<file path="config.mk">
export PLATFORM = sky130hd
export DESIGN_NAME = bus_idle_detect
export DESIGN_NICKNAME = d
export VERILOG_FILES = /design/src/rtl/bid_pkg.sv /design/src/rtl/bid_sync.sv /design/src/rtl/bid_ctl_reg.sv /design/src/rtl/bid_dur_timer.sv /design/src/rtl/bus_idle_detect.sv
export SDC_FILE = /design/constraint.sdc
export NUM_CORES = 1
export LEC_CHECK = 0
export ABC_CLOCK_PERIOD_IN_PS = 2000
export BUFFER_PORTS_ARGS = -buffer_cell sky130_fd_sc_hd__buf_2
export CAP_MARGIN = 20
export CORE_MARGIN = 8
export CORE_UTILIZATION = 56
export DETAILED_ROUTE_END_ITERATION = 6
export PLACE_DENSITY = 0.83
export REMOVE_ABC_BUFFERS = 1
export SYNTH_ARGS = -nofsm -noshare
export SYNTH_HDL_FRONTEND = slang
export SYNTH_HIERARCHICAL = 1
export SYNTH_SLANG_ARGS = --single-unit
</file>
<file path="constraint.sdc">
create_clock -name clk -period 2 [get_ports clk]
set_clock_uncertainty 0.15 [all_clocks]
set_input_delay 0.1 -clock clk [delete_from_list [all_inputs] [get_ports clk]]
set_output_delay 0.1 -clock clk [all_outputs]
set_load 0.02 [all_outputs]
</file>
<file path="src/rtl/bid_pkg.sv">
package bid_pkg;

  // Bit positions are software-visible and fixed.
  typedef struct packed {
    logic       pullup_en;  // bit 7
    logic       vreg_en;    // bit 6
    logic       ps2_mode;   // bit 5
    logic       rsvd;       // bit 4, always 0
    logic       activity;   // bit 3
    logic [2:0] force_ctl;  // bits 2:0
  } ctl_reg_t;

endpackage

</file>
<file path="src/rtl/bid_sync.sv">
module bid_sync #(
  parameter int W      = 1,
  parameter int STAGES = 2
) (
  input  logic         clk,
  input  logic         rst_n,
  input  logic [W-1:0] d,
  output logic [W-1:0] q
);

  logic [W-1:0] stg_q [STAGES];

  for (genvar i = 0; i < STAGES; i++) begin : g_stage
    if (i == 0) begin : g_first
      always_ff @(posedge clk or negedge rst_n) begin
        if (!rst_n) stg_q[i] <= '0;
        else        stg_q[i] <= d;
      end
    end else begin : g_rest
      always_ff @(posedge clk or negedge rst_n) begin
        if (!rst_n) stg_q[i] <= '0;
        else        stg_q[i] <= stg_q[i-1];
      end
    end
  end

  assign q = stg_q[STAGES-1];

endmodule

</file>
<file path="src/rtl/bid_ctl_reg.sv">
module bid_ctl_reg
  import bid_pkg::*;
#(
  parameter int              ADDR_W   = 8,
  parameter logic [ADDR_W-1:0] REG_ADDR = 8'h1F
) (
  input  logic              clk,
  input  logic              rst_n,
  input  logic              wr,
  input  logic [ADDR_W-1:0] addr,
  input  logic [7:0]        wdata,
  input  logic              act_set,
  output ctl_reg_t          reg_q,
  output logic [7:0]        rdata,
  output logic              mode_flip
);

  ctl_reg_t reg_d;
  logic     hit;
  logic     unused_rsvd_wr;

  assign hit            = wr && (addr == REG_ADDR);
  assign unused_rsvd_wr = wdata[4];

  always_comb begin
    reg_d = reg_q;
    if (hit) begin
      reg_d.pullup_en = wdata[7];
      reg_d.vreg_en   = wdata[6];
      reg_d.ps2_mode  = wdata[5];
      reg_d.activity  = wdata[3];
      reg_d.force_ctl = wdata[2:0];
    end
    reg_d.rsvd = 1'b0;
    // hardware set has priority over a firmware clear
    if (act_set) reg_d.activity = 1'b1;
  end

  assign mode_flip = hit && (wdata[5] != reg_q.ps2_mode);
  assign rdata     = (addr == REG_ADDR) ? reg_q : 8'h00;

  always_ff @(posedge clk or negedge rst_n) begin
    if (!rst_n) reg_q <= '0;
    else        reg_q <= reg_d;
  end

endmodule

</file>
<file path="src/rtl/bid_dur_timer.sv">
module bid_dur_timer #(
  parameter int TICK_CYCLES = 1536,
  parameter int TICK_HITS   = 2,
  localparam int PW   = (TICK_CYCLES > 1) ? $clog2(TICK_CYCLES) : 1,
  localparam int TC_W = $clog2(TICK_HITS + 1)
) (
  input  logic            clk,
  input  logic            rst_n,
  input  logic            cond,
  input  logic            restart,
  output logic [TC_W-1:0] tcnt,
  output logic            irq
);

  localparam logic [PW-1:0]   PRE_LAST = PW'(TICK_CYCLES - 1);
  localparam logic [TC_W-1:0] TC_FULL  = TC_W'(TICK_HITS);
  localparam logic [TC_W-1:0] TC_ARM   = TC_W'(TICK_HITS - 1);

  logic [PW-1:0]   pre_q, pre_d;
  logic [TC_W-1:0] tc_q, tc_d;
  logic            irq_q, irq_d;
  logic            tick;

  always_comb begin
    tick  = (pre_q == PRE_LAST);
    pre_d = tick ? '0 : pre_q + 1'b1;

    tc_d = tc_q;
    if (!cond || restart)             tc_d = '0;
    else if (tick && tc_q != TC_FULL) tc_d = tc_q + 1'b1;

    irq_d = cond && !restart && tick && (tc_q == TC_ARM);
  end

  always_ff @(posedge clk or negedge rst_n) begin
    if (!rst_n) begin
      pre_q <= '0;
      tc_q  <= '0;
      irq_q <= 1'b0;
    end else begin
      pre_q <= pre_d;
      tc_q  <= tc_d;
      irq_q <= irq_d;
    end
  end

  assign tcnt = tc_q;
  assign irq  = irq_q;

endmodule

</file>
<file path="src/rtl/bus_idle_detect.sv">
module bus_idle_detect
  import bid_pkg::*;
#(
  parameter int                ADDR_W      = 8,
  parameter logic [ADDR_W-1:0] REG_ADDR    = 8'h1F,
  parameter int                TICK_CYCLES = 1536,
  parameter int                TICK_HITS   = 2,
  parameter int                SYNC_STAGES = 2
) (
  input  logic              clk,
  input  logic              rst_n,
  input  logic              usb_dp,
  input  logic              usb_dm,
  input  logic              ps2_data,
  input  logic              reg_wr,
  input  logic [ADDR_W-1:0] reg_addr,
  input  logic [7:0]        reg_wdata,
  output logic [7:0]        reg_rdata,
  output logic              idle_irq,
  output logic              ps2_pullup_en,
  output logic              vreg_en,
  output logic [2:0]        line_force
);

  localparam int TC_W = $clog2(TICK_HITS + 1);

  logic            rst_int_n;
  logic [2:0]      lines_s;      // {ps2_data, usb_dm, usb_dp}
  logic [1:0]      usb_prev_q;
  logic            act_set;
  logic            cond;
  logic            mode_flip;
  logic [TC_W-1:0] tcnt;
  ctl_reg_t        reg_q;

  bid_sync #(.W(1), .STAGES(2)) u_rst_sync (
    .clk(clk), .rst_n(rst_n), .d(1'b1), .q(rst_int_n)
  );

  bid_sync #(.W(3), .STAGES(SYNC_STAGES)) u_line_sync (
    .clk(clk), .rst_n(rst_int_n),
    .d({ps2_data, usb_dm, usb_dp}), .q(lines_s)
  );

  always_ff @(posedge clk or negedge rst_int_n) begin
    if (!rst_int_n) usb_prev_q <= '0;
    else            usb_prev_q <= lines_s[1:0];
  end

  assign act_set = (lines_s[1:0] != usb_prev_q);

  bid_ctl_reg #(.ADDR_W(ADDR_W), .REG_ADDR(REG_ADDR)) u_reg (
    .clk(clk), .rst_n(rst_int_n),
    .wr(reg_wr), .addr(reg_addr), .wdata(reg_wdata),
    .act_set(act_set), .reg_q(reg_q), .rdata(reg_rdata),
    .mode_flip(mode_flip)
  );

  assign cond = reg_q.ps2_mode ? !lines_s[2] : (!lines_s[0] && !lines_s[1]);

  bid_dur_timer #(.TICK_CYCLES(TICK_CYCLES), .TICK_HITS(TICK_HITS)) u_timer (
    .clk(clk), .rst_n(rst_int_n),
    .cond(cond), .restart(mode_flip),
    .tcnt(tcnt), .irq(idle_irq)
  );

  assign ps2_pullup_en = reg_q.pullup_en;
  assign vreg_en       = reg_q.vreg_en;
  assign line_force    = reg_q.force_ctl;

endmodule

</file>
==> results of run 1 <==
[power breakdown]
part	total [mW]	internal (mW)	switching, mW	leakage [nW]
combinational	0.0895	0.0529	0.0365	0.488
sequential	0.657	0.642	0.0154	0.394
clock	0.344	0.135	0.209	0.0282
total	1.09	0.830	0.260	0.910
[worst paths after layout]
check	startpoint	slack, ps	to
max in group asynchronous	u_rst_sync/q	1100	u_line_sync/q[2]
max reg2reg	u_line_sync/q[1]	190	u_reg/reg_q[3]
min reg2reg	u_rst_sync/q	100	u_timer/pre_q[10]
min in group asynchronous	u_rst_sync/q	100	u_timer/pre_q[10]
max	u_line_sync/q[1]	190	u_reg/reg_q[3]
min	reg_wr	60	u_reg/reg_q[5]
[timing repair]
| action | 4_1_cts | 5_1_grt |
|---|---|---|
| hold endpoints to repair | 12 | 0 |
| resized for setup | 0 | 0 |
| hold buffers | 13 | 0 |
[worst max-delay path: stages, from the launching register on]
cell and delay (ps):
sky130_fd_sc_hd__dfrtp_1 430, sky130_fd_sc_hd__xnor2_1 180, sky130_fd_sc_hd__nand2_1 100, sky130_fd_sc_hd__nor2_1 180
sky130_fd_sc_hd__mux2i_1 110, sky130_fd_sc_hd__dlygate4sd3_1 560
[sequential cells by signal, summed over array words and instances (netlist names)]
signal	cells
u_line_sync/q	3
u_line_sync/stg_q	3
u_reg/reg_q	7
u_rst_sync/q	1
u_rst_sync/stg_q	1
u_timer/irq	1
u_timer/pre_q	11
u_timer/tcnt	2
usb_prev_q	2
[metal layers]
layer  wire length, µm  vias to the layer above  track usage
met4               106                        0       0.0940
met5                 0                        -            0
li1                  -                      494            -
met1              1070                      475        0.131
met3               346                       11       0.0621
met2              1420                       48        0.260
[final cells by class]
type	instances	area (µm²)	share of cell area
clock buffers	6	41.3	0.0228
clock inverters	2	12.5	0.00690
inverters	6	22.5	0.0124
multi-input cells	74	608	0.335
flip-flops and latches	31	776	0.428
well taps	30	37.5	0.0207
repair buffers	47	315	0.174
[cell usage in the layout (no fill, tap or decap), types with 5 or more instances in the layout]
master	n
sky130_fd_sc_hd__buf_2	33
sky130_fd_sc_hd__dfrtp_1	31
sky130_fd_sc_hd__dlygate4sd3_1	13
sky130_fd_sc_hd__and3_2	7
sky130_fd_sc_hd__nor2_1	7
sky130_fd_sc_hd__nand2_1	6
sky130_fd_sc_hd__mux2_4	6
sky130_fd_sc_hd__inv_1	6
sky130_fd_sc_hd__xnor2_1	5
sky130_fd_sc_hd__clkbuf_4	5
[metrics by stage]
| step | instance area [µm²] | hold slack, ps |
|---|---|---|
| 6_report | 1810 | 59.9 |
| 5_1_grt | 1810 | 67.0 |
| 4_1_cts | 1810 | 57.9 |
| 3_5_place_dp | 1630 | -264 |
| 3_3_place_gp | 1630 | -265 |
| 2_1_floorplan | 1410 | -346 |
==> Flow_metrics.wiki, run 1 <==
{| class="wikitable"
! Metric !! Value
|-
| Starting DRT DRC Count || 31
|-
| Mean instance size in the synthesized netlist || 12.4 µm²
|-
| Cell count after placement || 175
|-
| DP HPWL || 2050 µm
|-
| Initial antenna violation count || 0
|-
| Slack of the critical path || 191 ps
|-
| Required time of the worst setup path || 2080 ps
|-
| Number of post-CTS setup repair buffers || 0
|-
| MaxCap Viol Count || 0
|-
| Post-Route WL || 2940 µm
|-
| Number of antenna diodes || 0
|-
| Warning count from the yosys run || 6
|-
| Data arrival time of the worst path || 1890 ps
|-
| Worst reg-to-reg path cell count || 5
|-
| Post-Route Utilization || 0.732
|-
| Initial standard-cell utilization of the core || 0.587
|-
| Maximum buffer depth of the clock tree || 2
|-
| Total standard cell area after synthesis || 0.00146 mm²
|-
| Biggest fanout along the worst timing path || 3
|-
| Area Overhead vs Synth || 24.6%
|-
| Die ar. || 0.00449 mm²
|-
| TritonCTS clock tree || built
|-
| Setup repair after global routing missed its margin || false
|-
| Non-filler cells, final || 196
|-
| Final setup violation count || 0
|-
| Max-slew headroom at the worst pin || 0.584
|-
| Kind of end point of the critical path || register
|-
| Period Utilization, post-route || 0.904
|-
| Final hold vios || 0
|-
| Vias in the first global route || 1,081
|-
| Cell leakage power || 0.910 nW
|-
| CORE AREA || 0.00248 mm²
|-
| Die outline height || 67.0 µm
|-
| Highest clock frequency the design can meet || 0.553 GHz
|-
| Sum of internal, switching and leakage power || 1.09 mW
|-
| Largest voltage drop on the vdd net || 0.622 mV
|-
| CTS H-tree depth || 2
|-
| Core Rows || 18
|-
| Max Transition Viols Final || 0
|-
| Largest net degree at the start of global routing || 16
|-
| Sum of negative setup slack || 0 ps
|-
| Cell Pwr Density || 602 mW/mm²
|-
| Critical path class || register to register
|-
| Cells after Synth || 117
|-
| Global-route wire length before repair || 4770 µm
|-
| Cells on Worst Hold Path || 3
|-
| Net count, final || 190
|-
| Clock latency on the worst-skew pair || 330 ps
|-
| GRT Residual Overflow || 0
|-
| Routability cong. || 0.784
|-
| Transition at the pin with the smallest max-transition slack || 623 ps
|-
| Port Buffers || 33
|-
| Die width || 67.0 µm
|-
| Via density || 5.24
|-
| Top-Level Pins || 36
|-
| Worst min-delay path category || primary input to register
|-
| Clock net sink count || 31
|-
| Worst setup slack before clock tree synthesis || 294 ps
|-
| Routed len/inst || 15.0 µm
|-
| Fill cell count || 173
|-
| Setup crit start kind || register
|-
| CTS Root Cell || sky130_fd_sc_hd__clkbuf_4
|-
| TritonCTS Buffers || 5
|-
| Layout cells sized above 1 || 0.373
|-
| Number of nets still failing antenna checks after routing || 0
|-
| Detailed Routing Iterations Pass 1 || 4
|-
| GR Util All Layers || 0.146
|-
| Status || complete, no violations
|-
| Total via count after detailed routing || 1,028
|-
| Final routed DRC violation total || 0
|-
| Post-layout minimum cycle time || 1810 ps
|-
| Clock transition at the register clock pins on the worst setup and hold paths after CTS || 100 ps
|}
(Power assumes the default switching activity.)
==> inputs of run 2 (changes only) <==
CORE_UTILIZATION = 41   (was 56)
PLACE_DENSITY = default   (was 0.83)
SKIP_CTS_REPAIR_TIMING = 1   (was default)
==> run 2 against run 1 <==
  * Sequential power barely moved
  * Global-route usage fell by 4.5 points
  * Largest cell class unchanged
  * Non-clock buffer count did not move
  * Clock-buffer cell count did not move
  * Final cell count rose by 8.2%
  * Critical endpoint is now u_timer/irq
  * Combinational power fell by 3.1%
  * Sequential cell count did not move
==> Flow_metrics.wiki, run 2 (same netlist as run 1, synthesis figures left out) <==
{| class="wikitable"
! Metric !! Value
|-
| Port Buffers || 33 (unchanged)
|-
| Initial antenna violation count || 0 (unchanged)
|-
| Worst min-delay path category || register to asynchronous set/reset pin (was primary input to register)
|-
| Sum of negative setup slack || 0 ps (unchanged)
|-
| Vias in the first global route || 967 (was 1,081)
|-
| CTS H-tree depth || 2 (unchanged)
|-
| Kind of end point of the critical path || register (unchanged)
|-
| Largest net degree at the start of global routing || 19 (was 16)
|-
| Required time of the worst setup path || 2120 ps (was 2080 ps)
|-
| Status || complete, no violations (unchanged)
|-
| MaxCap Viol Count || 0 (unchanged)
|-
| TritonCTS Buffers || 5 (unchanged)
|-
| Final routed DRC violation total || 0 (unchanged)
|-
| Area Overhead vs Synth || 25.1% (was 24.6%)
|-
| Cell leakage power || 0.905 nW (was 0.910 nW)
|-
| Layout cells sized above 1 || 0.373 (unchanged)
|-
| Detailed Routing Iterations Pass 1 || 4 (unchanged)
|-
| Setup crit start kind || register (unchanged)
|-
| Top-Level Pins || 36 (unchanged)
|-
| Cell type of the slowest stage on the worst timing path || sky130_fd_sc_hd__nor4_4 (was sky130_fd_sc_hd__dlygate4sd3_1)
|-
| Reg2reg setup slack || 230 ps (was 190 ps)
|-
| Final setup violation count || 0 (unchanged)
|-
| CTS Root Cell || sky130_fd_sc_hd__clkbuf_4 (unchanged)
|-
| Slack of the critical path || 232 ps (was 191 ps)
|-
| TritonCTS clock tree || built (unchanged)
|-
| Post-layout minimum cycle time || 1770 ps (was 1810 ps)
|-
| Post-Route WL || 2800 µm (was 2940 µm)
|-
| Data arrival time of the worst path || 1890 ps (about the same)
|-
| GR Util All Layers || 0.101 (was 0.146)
|-
| Final worst hold slack || 35.7 ps (was 59.9 ps)
|-
| Clock latency on the worst-skew pair || 330 ps (about the same)
|-
| Max Transition Viols Final || 0 (unchanged)
|-
| Number of antenna diodes || 0 (unchanged)
|-
| Clock transition at the register clock pins on the worst setup and hold paths after CTS || 100 ps (about the same)
|-
| Routed len/inst || 13.2 µm (was 15.0 µm)
|-
| Die width || 75.6 µm (was 67.0 µm)
|-
| Core Rows || 21 (was 18)
|-
| GRT Residual Overflow || 0 (unchanged)
|-
| Die outline height || 75.6 µm (was 67.0 µm)
|-
| Largest register by flop count || u_timer/pre_q (unchanged)
|-
| Die ar. || 0.00571 mm² (was 0.00449 mm²)
|-
| Total via count after detailed routing || 1,028 (unchanged)
|-
| Slowest Stage Delay on Critical Path || 420 ps (was 560 ps)
|-
| Global-route wire length before repair || 4170 µm (was 4770 µm)
|-
| Highest clock frequency the design can meet || 0.566 GHz (was 0.553 GHz)
|-
| CORE AREA || 0.00336 mm² (was 0.00248 mm²)
|-
| Via density || 4.85 (was 5.24)
|-
| Cell Pwr Density || 597 mW/mm² (was 602 mW/mm²)
|-
| Beginning of the worst register-to-register path || u_timer/pre_q[0] (was u_line_sync/q[1])
|-
| Cell-by-cell trace of the critical path || ha_1, nand2_1, nor4_4, and3_1 (was xnor2_1, nand2_1, nor2_1, mux2i_1, dlygate4sd3_1)
|-
| DP HPWL || 2010 µm (was 2050 µm)
|-
| Routability cong. || 0.693 (was 0.784)
|-
| Starting DRT DRC Count || 35 (was 31)
|-
| Final hold vios || 0 (unchanged)
|-
| Period Utilization, post-route || 0.884 (was 0.904)
|-
| Largest voltage drop on the vdd net || 0.416 mV (was 0.622 mV)
|-
| Most common cell after layout, fill and taps aside || sky130_fd_sc_hd__buf_2 (unchanged)
|-
| Max reg flops || 11 (unchanged)
|-
| Initial standard-cell utilization of the core || 0.433 (was 0.587)
|-
| Net count, final || 190 (unchanged)
|-
| Biggest fanout along the worst timing path || 6 (was 3)
|-
| Worst setup slack before clock tree synthesis || 245 ps (was 294 ps)
|-
| Reg2Reg Capture Point || u_timer/irq (was u_reg/reg_q[3])
|-
| Most frequent cells in the layout || 33 x sky130_fd_sc_hd__buf_2, 31 x sky130_fd_sc_hd__dfrtp_1, 13 x sky130_fd_sc_hd__dlygate4sd3_1, 7 x sky130_fd_sc_hd__and3_2, 7 x sky130_fd_sc_hd__nor2_1 (unchanged)
|-
| Number of nets still failing antenna checks after routing || 0 (unchanged)
|-
| Clock net sink count || 31 (unchanged)
|-
| Maximum buffer depth of the clock tree || 2 (unchanged)
|-
| Worst reg-to-reg path cell count || 4 (was 5)
|-
| Setup repair after global routing missed its margin || false (unchanged)
|-
| Leading registers by flop count || u_timer/pre_q (11), u_reg/reg_q (7) (unchanged)
|-
| Critical path class || register to register (unchanged)
|}
[run 2: power by group]
part / leakage [nW] / internal (mW) / switching, mW / total, mW
clock: 0.0282 / 0.135 / 0.209 / 0.344
combinational: 0.483 / 0.0503 / 0.0363 / 0.0867
sequential: 0.394 / 0.642 / 0.0134 / 0.656
total: 0.905 / 0.828 / 0.259 / 1.09
[run 2: metrics by stage]
step / cell area, µm² / instances / power [mW] / util
after floorplan: 1410 / 111 / 0.702 / -
final: 1820 / 212 / 1.09 / 0.541
after global routing: 1820 / 212 / 1.15 / 0.541
after detailed placement: 1640 / 191 / 0.738 / 0.487
after global placement: 1640 / 191 / 0.734 / 0.487
after CTS: 1690 / 199 / 1.09 / 0.503
[run 2: metal layers]
metal  share of wire  global-route usage
met5               0                   0
met4           0.020              0.0640
met3            0.12              0.0539
met2            0.46               0.161
met1            0.40               0.100
[run 2: critical path, delay by kind of cell, from the launching register on]
family	cells	cell delay (ps)
and+or+nand+nor	3	880
DFF	1	410
adders and majority gates	1	270
[run 2: worst max path at each step]
stage | from | endpoint
6_report | u_timer/pre_q[0] | u_timer/irq
2_1_floorplan | u_timer/pre_q[0] | u_timer/pre_q[10]
5_1_grt | u_timer/pre_q[0] | u_timer/irq
4_1_cts | u_timer/pre_q[0] | u_timer/irq
3_3_place_gp | u_timer/pre_q[0] | u_timer/irq
3_5_place_dp | u_timer/pre_q[0] | u_timer/irq
[run 2: final cells by class]
class | instances | area (µm²)
Fill cell | 291 | 1540
Sequential cell | 31 | 776
Multi-Input combinational cell | 74 | 608
Timing Repair Buffer | 47 | 303
Tap cell | 46 | 57.6
Clock buffer | 6 | 41.3
Inverter | 6 | 22.5
Clock inverter | 2 | 12.5
==> inputs of run 3 (changes only) <==
ABC_CLOCK_PERIOD_IN_PS = 1750   (was 2000)
clock period = 1.75 ns   (was 2 ns; I/O delays follow)
==> run 3 against run 2 <==
  * Register-to-register slack got worse by 170 ps
  * Die area did not move
  * Global-route usage rose by 0.54 points
  * Via count fell by 2.1%
  * Sequential cell count did not move
  * Total power rose by 42%
  * Design area rose by 4.1%
  * Non-clock buffer count rose by 3
  * Sequential power rose by 14%
  * Largest cell class unchanged
  * Core utilization rose by 2.2 points
  * Clock-buffer cell count did not move
==> Flow_metrics.wiki, run 3 (same netlist as run 1, synthesis figures left out) <==
{| class="wikitable"
! Metric !! Value
|-
| Status || complete, no violations (unchanged)
|-
| Clock latency on the worst-skew pair || 330 ps (about the same)
|-
| CORE AREA || 0.00336 mm² (unchanged)
|-
| Final routed DRC violation total || 0 (unchanged)
|-
| Cell Pwr Density || 813 mW/mm² (was 597 mW/mm²)
|-
| Post-route design area || 0.00190 mm² (was 0.00182 mm²)
|-
| Die width || 75.6 µm (unchanged)
|-
| Slowest Stage Delay on Critical Path || 380 ps (was 420 ps)
|-
| Maximum buffer depth of the clock tree || 2 (unchanged)
|-
| Top-Level Pins || 36 (unchanged)
|-
| Required time of the worst setup path || 1850 ps (was 2120 ps)
|-
| Internal power summed over all cells || 1.24 mW (was 0.828 mW)
|-
| TritonCTS Buffers || 5 (unchanged)
|-
| CTS H-tree depth || 2 (unchanged)
|-
| Worst min-delay path category || register to asynchronous set/reset pin (unchanged)
|-
| Highest clock frequency the design can meet || 0.594 GHz (was 0.566 GHz)
|-
| Core Rows || 21 (unchanged)
|-
| Period Utilization, post-route || 0.962 (was 0.884)
|-
| Critical path class || register to register (unchanged)
|-
| Total via count after detailed routing || 1,006 (was 1,028)
|-
| GRT Residual Overflow || 0 (unchanged)
|-
| Vias in the first global route || 979 (was 967)
|-
| Leading registers by flop count || u_timer/pre_q (11), u_reg/reg_q (7) (unchanged)
|-
| Area Overhead vs Synth || 30.3% (was 25.1%)
|-
| Number of antenna diodes || 0 (unchanged)
|-
| Cell-by-cell trace of the critical path || inv_1, ha_1, or3b_4, nor4_4, mux2i_1 (was ha_1, nand2_1, nor4_4, and3_1)
|-
| Detailed Routing Iterations Pass 1 || 4 (unchanged)
|-
| Most frequent cells in the layout || 33 x sky130_fd_sc_hd__buf_2, 31 x sky130_fd_sc_hd__dfrtp_1, 13 x sky130_fd_sc_hd__dlygate4sd3_1, 7 x sky130_fd_sc_hd__and3_2, 7 x sky130_fd_sc_hd__nor2_1 (unchanged)
|-
| Post-detailed-placement cell area || 0.00166 mm² (was 0.00164 mm²)
|-
| Most common cell after layout, fill and taps aside || sky130_fd_sc_hd__buf_2 (unchanged)
|-
| Initial antenna violation count || 0 (unchanged)
|-
| Kind of end point of the critical path || register (unchanged)
|-
| Sum of negative setup slack || 0 ps (unchanged)
|-
| Setup repair after global routing missed its margin || false (unchanged)
|-
| Clock transition at the register clock pins on the worst setup and hold paths after CTS || 100 ps (about the same)
|-
| Die outline height || 75.6 µm (unchanged)
|-
| Max reg flops || 11 (unchanged)
|-
| Net count, final || 193 (was 190)
|-
| Cell count after placement || 194 (was 191)
|-
| Number of nets still failing antenna checks after routing || 0 (unchanged)
|-
| Routability cong. || 0.693 (about the same)
|-
| Cell type of the slowest stage on the worst timing path || sky130_fd_sc_hd__dfrtp_1 (was sky130_fd_sc_hd__nor4_4)
|-
| Setup crit start kind || register (unchanged)
|-
| Routed len/inst || 13.3 µm (was 13.2 µm)
|-
| Data arrival time of the worst path || 1790 ps (was 1890 ps)
|-
| Largest voltage drop on the vdd net || 0.601 mV (was 0.416 mV)
|-
| Biggest fanout along the worst timing path || 3 (was 6)
|-
| Largest register by flop count || u_timer/pre_q (unchanged)
|-
| Via density || 4.68 (was 4.85)
|-
| Non-filler cells, final || 215 (was 212)
|-
| Clock net sink count || 31 (unchanged)
|-
| Combinational share of power || 0.069 (was 0.080)
|-
| Final setup violation count || 0 (unchanged)
|-
| Starting DRT DRC Count || 12 (was 35)
|-
| Fraction of power consumed by sequential logic || 0.484 (was 0.603)
|-
| Port Buffers || 33 (unchanged)
|-
| Net switching power || 0.301 mW (was 0.259 mW)
|-
| Initial standard-cell utilization of the core || 0.433 (unchanged)
|-
| MaxCap Viol Count || 0 (unchanged)
|-
| Switching Fraction || 0.195 (was 0.238)
|-
| Final hold vios || 0 (unchanged)
|-
| Max Transition Viols Final || 0 (unchanged)
|-
| Layout cells sized above 1 || 0.396 (was 0.373)
|-
| Post-layout minimum cycle time || 1680 ps (was 1770 ps)
|-
| DP HPWL || 2130 µm (was 2010 µm)
|-
| Cell leakage power || 0.949 nW (was 0.905 nW)
|-
| Die ar. || 0.00571 mm² (unchanged)
|-
| TritonCTS clock tree || built (unchanged)
|-
| CTS Root Cell || sky130_fd_sc_hd__clkbuf_4 (unchanged)
|-
| Post-Route WL || 2860 µm (was 2800 µm)
|-
| Clock power frac || 0.447 (was 0.317)
|-
| Global-route wire length before repair || 4430 µm (was 4170 µm)
|-
| Largest net degree at the start of global routing || 19 (unchanged)
|-
| GR Util All Layers || 0.106 (was 0.101)
|}
run 3: changes by cell type in the layout (fill, tap and decap cells not counted), sizes merged:
cell and change:
bufinv +2, buf +3, clkinvlp -1, clkinv -1
run 3: final timing paths:
kind	from	endpoint	slack [ps]	depth (start not counted)
max reg2reg	u_timer/tcnt[0]	u_timer/tcnt[0]	70	5
min reg2reg	u_rst_sync/q	u_line_sync/q[2]	50	1
max	u_timer/tcnt[0]	u_timer/tcnt[0]	70	5
min in group clk	reg_wr	u_reg/reg_q[0]	50	3
max in group asynchronous	rst_n	u_rst_sync/q	890	3
min	u_rst_sync/q	u_line_sync/q[2]	50	1
run 3: stage by stage:
stage	util	hold slack (ps)	total power, mW	worst slack [ps]
floorplan	-	-358	0.803	174
global placement	0.493	-277	0.842	123
detailed placement	0.493	-274	0.847	58.2
CTS	0.523	-641	1.54	50.2
global route	0.564	40.2	1.61	0.474
finish	0.564	47.3	1.54	66.8
run 3: critical path, delay by kind of cell (launching register included):
kind | cells | cell delay [ps]
and+or+nand+nor | 2 | 590
muxes | 1 | 220
adders and majority gates | 1 | 210
DFF | 1 | 380
buffers and inverters | 1 | 70
run 3: power by group through the flow:
| stage | clock, mW | sequential, mW | combinational [mW] |
|---|---|---|---|
| detailed placement | 0 | 0.760 | 0.0871 |
| finish | 0.689 | 0.745 | 0.106 |
| global route | 0.741 | 0.748 | 0.118 |
| CTS | 0.707 | 0.746 | 0.0876 |
| floorplan | 0 | 0.773 | 0.0292 |
| global placement | 0 | 0.758 | 0.0834 |
run 3: layout make-up:
class | count | area [µm²]
fillers | 296 | 1470
clock inverters | 2 | 60.1
inverters | 6 | 22.5
clock buffers | 6 | 41.3
multi-input cells | 74 | 613
repair buffers | 50 | 325
flip-flops and latches | 31 | 776
well taps | 46 | 57.6
run 3: routing by layer:
layer	GRT usage	wire length, µm	vias to the layer above
met5	0	0	-
met4	0.0512	52	0
met3	0.0500	310	7
met2	0.174	1330	35
met1	0.112	1170	469
li1	-	-	495
